[src/rtl/srp_pkg.sv]
package srp_pkg;
  localparam int FLIT_W  = 34;
  localparam int PATH_W  = 14;
  localparam int LOAD_W  = 18;
  localparam int STEP_W  = 2;

  typedef struct packed {
    logic              first;
    logic              last;
    logic [PATH_W-1:0] path;
    logic [LOAD_W-1:0] load;
  } hdr_view_t;
endpackage

[src/rtl/srp_path_decode.sv]
module srp_path_decode
  import srp_pkg::*;
#(
  parameter int NPORTS  = 5,
  parameter int PORT_ID = 0
) (
  input  hdr_view_t         hdr_in,
  output logic [NPORTS-1:0] dest_oh,
  output hdr_view_t         hdr_out
);
  logic [STEP_W-1:0] step;
  int                dest_idx;

  assign step = hdr_in.path[STEP_W-1:0];

  // Skip over the arrival port: steps name the remaining outputs in order.
  always_comb begin
    if (int'(step) < PORT_ID) dest_idx = int'(step);
    else                      dest_idx = int'(step) + 1;
  end

  for (genvar o = 0; o < NPORTS; o++) begin : g_dest
    assign dest_oh[o] = (dest_idx == o);
  end

  always_comb begin
    hdr_out      = hdr_in;
    hdr_out.path = hdr_in.path >> STEP_W;
  end
endmodule

[src/rtl/srp_route_hold.sv]
module srp_route_hold #(
  parameter int NPORTS = 5
) (
  input  logic              clk,
  input  logic              rst_n,
  input  logic              take,
  input  logic              release_rt,
  input  logic [NPORTS-1:0] new_sel,
  output logic              held,
  output logic [NPORTS-1:0] sel
);
  logic              held_d;
  logic [NPORTS-1:0] sel_d;
  logic              sel_en;

  assign sel_en = take;

  always_comb begin
    held_d = held;
    if (take)            held_d = 1'b1;
    else if (release_rt) held_d = 1'b0;
  end

  always_comb begin
    sel_d = sel;
    if (sel_en) sel_d = new_sel;
  end

  always_ff @(posedge clk or negedge rst_n) begin
    if (!rst_n) begin
      held <= 1'b0;
      sel  <= '0;
    end else begin
      held <= held_d;
      sel  <= sel_d;
    end
  end

  assert_hold_stable_R4: assert property (@(posedge clk) disable iff (!rst_n)
    (held && !release_rt) |=> (held && $stable(sel)));
  assert_release_R5: assert property (@(posedge clk) disable iff (!rst_n)
    (held && release_rt) |=> !held);
  assert_sel_onehot_R10: assert property (@(posedge clk) disable iff (!rst_n)
    held |-> $onehot0(sel));
endmodule

[src/rtl/srp_drop_flag.sv]
module srp_drop_flag (
  input  logic clk,
  input  logic rst_n,
  input  logic drop,
  output logic err
);
  logic err_d;

  always_comb err_d = err | drop;

  always_ff @(posedge clk or negedge rst_n) begin
    if (!rst_n) err <= 1'b0;
    else        err <= err_d;
  end

  assert_drop_flags_R7: assert property (@(posedge clk) disable iff (!rst_n)
    drop |=> err);
  assert_err_sticky_R7: assert property (@(posedge clk) disable iff (!rst_n)
    err |=> err);
endmodule

[src/rtl/srp_input_ctrl.sv]
module srp_input_ctrl
  import srp_pkg::*;
#(
  parameter int NPORTS  = 5,
  parameter int PORT_ID = 0
) (
  input  logic              clk,
  input  logic              rst_n,
  input  logic              in_valid,
  output logic              in_ready,
  input  logic [33:0]       in_flit,
  output logic [NPORTS-1:0] out_req,
  input  logic [NPORTS-1:0] out_ready,
  output logic [33:0]       out_flit,
  output logic              err_drop
);
  hdr_view_t         hv_in, hv_out;
  logic [NPORTS-1:0] dest_oh, sel;
  logic              held, fire, take, release_rt, drop;

  assign hv_in = hdr_view_t'(in_flit);

  srp_path_decode #(.NPORTS(NPORTS), .PORT_ID(PORT_ID)) u_dec (
    .hdr_in (hv_in),
    .dest_oh(dest_oh),
    .hdr_out(hv_out)
  );

  always_comb begin
    if (held) begin
      out_req  = in_valid ? sel : '0;
      in_ready = |(sel & out_ready);
      out_flit = in_flit;
    end else if (hv_in.first) begin
      out_req  = in_valid ? dest_oh : '0;
      in_ready = |(dest_oh & out_ready);
      out_flit = FLIT_W'(hv_out);
    end else begin
      out_req  = '0;
      in_ready = 1'b1;
      out_flit = in_flit;
    end
  end

  assign fire       = in_valid && in_ready;
  assign take       = fire && !held && hv_in.first && !hv_in.last;
  assign release_rt = fire && held && hv_in.last;
  assign drop       = in_valid && !held && !hv_in.first;

  srp_route_hold #(.NPORTS(NPORTS)) u_hold (
    .clk       (clk),
    .rst_n     (rst_n),
    .take      (take),
    .release_rt(release_rt),
    .new_sel   (dest_oh),
    .held      (held),
    .sel       (sel)
  );

  srp_drop_flag u_err (
    .clk  (clk),
    .rst_n(rst_n),
    .drop (drop),
    .err  (err_drop)
  );

  assert_req_onehot_R10: assert property (@(posedge clk) disable iff (!rst_n)
    $onehot0(out_req));
  assert_req_quiet_R10: assert property (@(posedge clk) disable iff (!rst_n)
    !in_valid |-> (out_req == '0));
  assert_stall_keeps_route_R3: assert property (@(posedge clk) disable iff (!rst_n)
    (in_valid && !in_ready && held) |=> (held && $stable(sel)));
endmodule

[config.mk]
export PLATFORM = sky130hd
export DESIGN_NAME = srp_input_ctrl
export DESIGN_NICKNAME = d
export VERILOG_FILES = /design/src/rtl/srp_pkg.sv /design/src/rtl/srp_path_decode.sv /design/src/rtl/srp_route_hold.sv /design/src/rtl/srp_drop_flag.sv /design/src/rtl/srp_input_ctrl.sv
export SDC_FILE = /design/constraint.sdc
export NUM_CORES = 1
export LEC_CHECK = 0
export BUFFER_PORTS_ARGS = -buffer_cell sky130_fd_sc_hd__clkbuf_2
export CELL_PAD_IN_SITES_DETAIL_PLACEMENT = 0
export CELL_PAD_IN_SITES_GLOBAL_PLACEMENT = 1
export CORE_MARGIN = 1.5
export CORE_UTILIZATION = 22
export DETAILED_ROUTE_END_ITERATION = 16
export PLACE_DENSITY_LB_ADDON = 0.1
export SLEW_MARGIN = 15
export SYNTH_ARGS = -nofsm -noshare
export SYNTH_HDL_FRONTEND = slang
export SYNTH_SLANG_ARGS = --single-unit
[constraint.sdc]
create_clock -name clk -period 2 [get_ports clk]
set_input_delay 0.4 -clock clk [delete_from_list [all_inputs] [get_ports clk]]
set_output_delay 0.4 -clock clk [all_outputs]
set_load 0.02 [all_outputs]
==> flow_summary.ini <==
[floorplan]
dieHeight_um = 62.6
die_x_um = 62.6
dieArea_um2 = 3920
pin_count = 83
core_um2 = 3360
initial_core_util_pct = 23.3
core.rowCount = 21

[worst_setup_path]
worst_setup_path_start_kind = flop
crit_required_ps = 1600
worstSetupEndpointType = output port
r2r_end = u_hold.sel[1]
worstSetupEndpoint = out_flit[29]
path_class = flop to output port
rr_worst_depth = 5
timing.rr.start = u_hold.held
critPathArrivalTime_ps = 1410
cp_max_fo = 15
rrSetupSlack_ps = 530
critPathLaunch = u_hold.held

[sta]
period_share_pct = 90.6
setup_violations = 0
clock.fmax_ghz = 0.552
finalSetupTns_ps = 0
rsz0062_at_grt = false
min_period_ps = 1810
tightest_slew_ps = 238
clock_skew_ps = 0.631
slew_headroom_pct = 83.9
hold_viol_final = 0
slew_violations = 0

[placement]
io_buffers = 46
post-dp-hpwl_um = 1630
gp_congestion = 0.684

[power_and_ir_drop]
peakVddDrop_mv = 0.230
p_total_w = 0.000589
p_per_area_nw_per_um2 = 598
p_leak_nw = 0.521

[job]
drv_cap = 0

[synthesis]
netlist_area_um2 = 782
synth_nets = 123
synth_seq_cells = 7
yosysWarnings = 0
netlist_instances = 81
synth.avg_cell_area_um2 = 9.65
ys_seq_area_share_pct = 22.4
synth_cell_types = 26

[detailed_routing]
drt-vias-per-instance = 4.28
drt_iter0_markers = 6
wl_per_cell_um = 12.0
met3_length_um = 110
routed_wl_um = 1920
first_pass_iters = 4
routed.top_layer = met4
route.met2.wl_um = 960
vias = 684
drc = 0
drtAntennaViolNets = 0
met1_length_um = 849

[finish]
final_common_cell = clkbuf_2
mostFrequentLayoutCells = clkbuf_2 (46), nor2b_1 (7), mux2_1 (7), dfrtp_1 (7), buf_4 (6)
fin_nets = 157
area_growth_pct = 25.9
drive_gt1_share_pct = 57.0
diodes = 0

[cts]
cts_buffer_depth = 2
cts_sinks = 7
numCtsBuffers = 3
htreeDepth = 1
root_buffer = clkbuf_4
clk_pin_slew_ps = 50
cts_tree = yes
cts_setup_buffers = 0
clk_latency_ps = 250

[global_route]
grt_pass1_wl_um = 3200
grt_usage_pct = 10.3
grt_max_degree = 16
grt_pass1_vias = 674
antenna_found_initial = 0
grt-ovfl-total = 0

[run_status]
status = finished clean

[worst_hold_path]
holdCritPathClass = primary input to flop
synthesized netlist by cell type (all sizes together):
library cell	count	share of area, %
a21bo	1	1.3
mux4	1	2.9
clkbuf	3	1.4
nor2	5	2.4
nand3b	1	2.6
nor2b	7	5.6
a32oi	2	2.2
and3	1	0.80
mux2	15	23
nand2b	1	0.80
mux2i	1	1.3
nor3	1	0.64
dfrtp	7	22
a32o	1	1.3
a22o	2	2.2
inv	1	0.48
nand2	1	0.48
o311ai	1	1.1
and2	3	2.4
a21o	1	0.96
a22oi	2	1.9
and2b	2	1.9
buf	21	20
repair_timing:
action                    CTS  global route
resized for setup           0             0
hold endpoints to repair    7             0
hold buffers                1             0
per-stage QoR:
stage	hold WS [ps]	setup slack (ps)	std cells	area, um^2	utilization, %
final	457	188	160	985	29.3
after global routing	490	104	160	985	29.3
after CTS	457	170	160	985	29.3
after detailed placement	247	208	155	948	28.2
after global placement	248	211	155	948	28.2
after floorplan	104	255	81	782	-
kinds of logic after synthesis:
family | after synthesis | synth area share, %
buffers and inverters | 25 | 21.8
AOI/OAI and AO/OA | 10 | 11.0
muxes | 17 | 27.2
and+or+nand+nor | 22 | 17.6
DFF | 7 | 22.4
report_power, final:
group	switching [W]	internal, W
registers	0.0000185	0.000163
clock network	0.0000502	0.0000760
logic	0.000147	0.000134
final cells by class:
cell class,instances,area [um^2]
Sequential cell,7,175
Inverter,1,3.75
Multi-Input combinational cell,49,437
Fill cell,395,2380
Clock buffer,4,26.3
Timing Repair Buffer,53,285
Tap cell,46,57.6
sequential cells by signal, indices dropped and copies added (netlist names):
register	flops
u_hold.sel	5
u_hold.held	1
u_err.err	1
how the worst min path moves through the flow:
| stage | startpoint | end | cells past startpoint | slack, ps |
|---|---|---|---|---|
| 2_1_floorplan | rst_n | u_err.err | 0 | 100 |
| 5_1_grt | in_valid | u_err.err | 2 | 490 |
| 3_3_place_gp | rst_n | u_hold.sel[3] | 1 | 250 |
| 4_1_cts | in_valid | u_err.err | 2 | 460 |
| 6_report | in_valid | u_err.err | 2 | 460 |
| 3_5_place_dp | rst_n | u_hold.sel[3] | 1 | 250 |
worst max-delay path, cell delays in order (launching register included):
cell and delay (ps):
dfrtp_1 360, nand2b_1 130, buf_4 190, mux2_1 320
clkbuf_2 160
per-layer routing:
| metal | vias to the layer above | GRT usage, % |
|---|---|---|
| li1 | 334 | - |
| met1 | 320 | 12.6 |
| met2 | 28 | 16.1 |
| met3 | 2 | 3.60 |
| met4 | 0 | 5.00 |
| met5 | - | 0 |
Note: power is estimated with default switching activity, not from simulation.
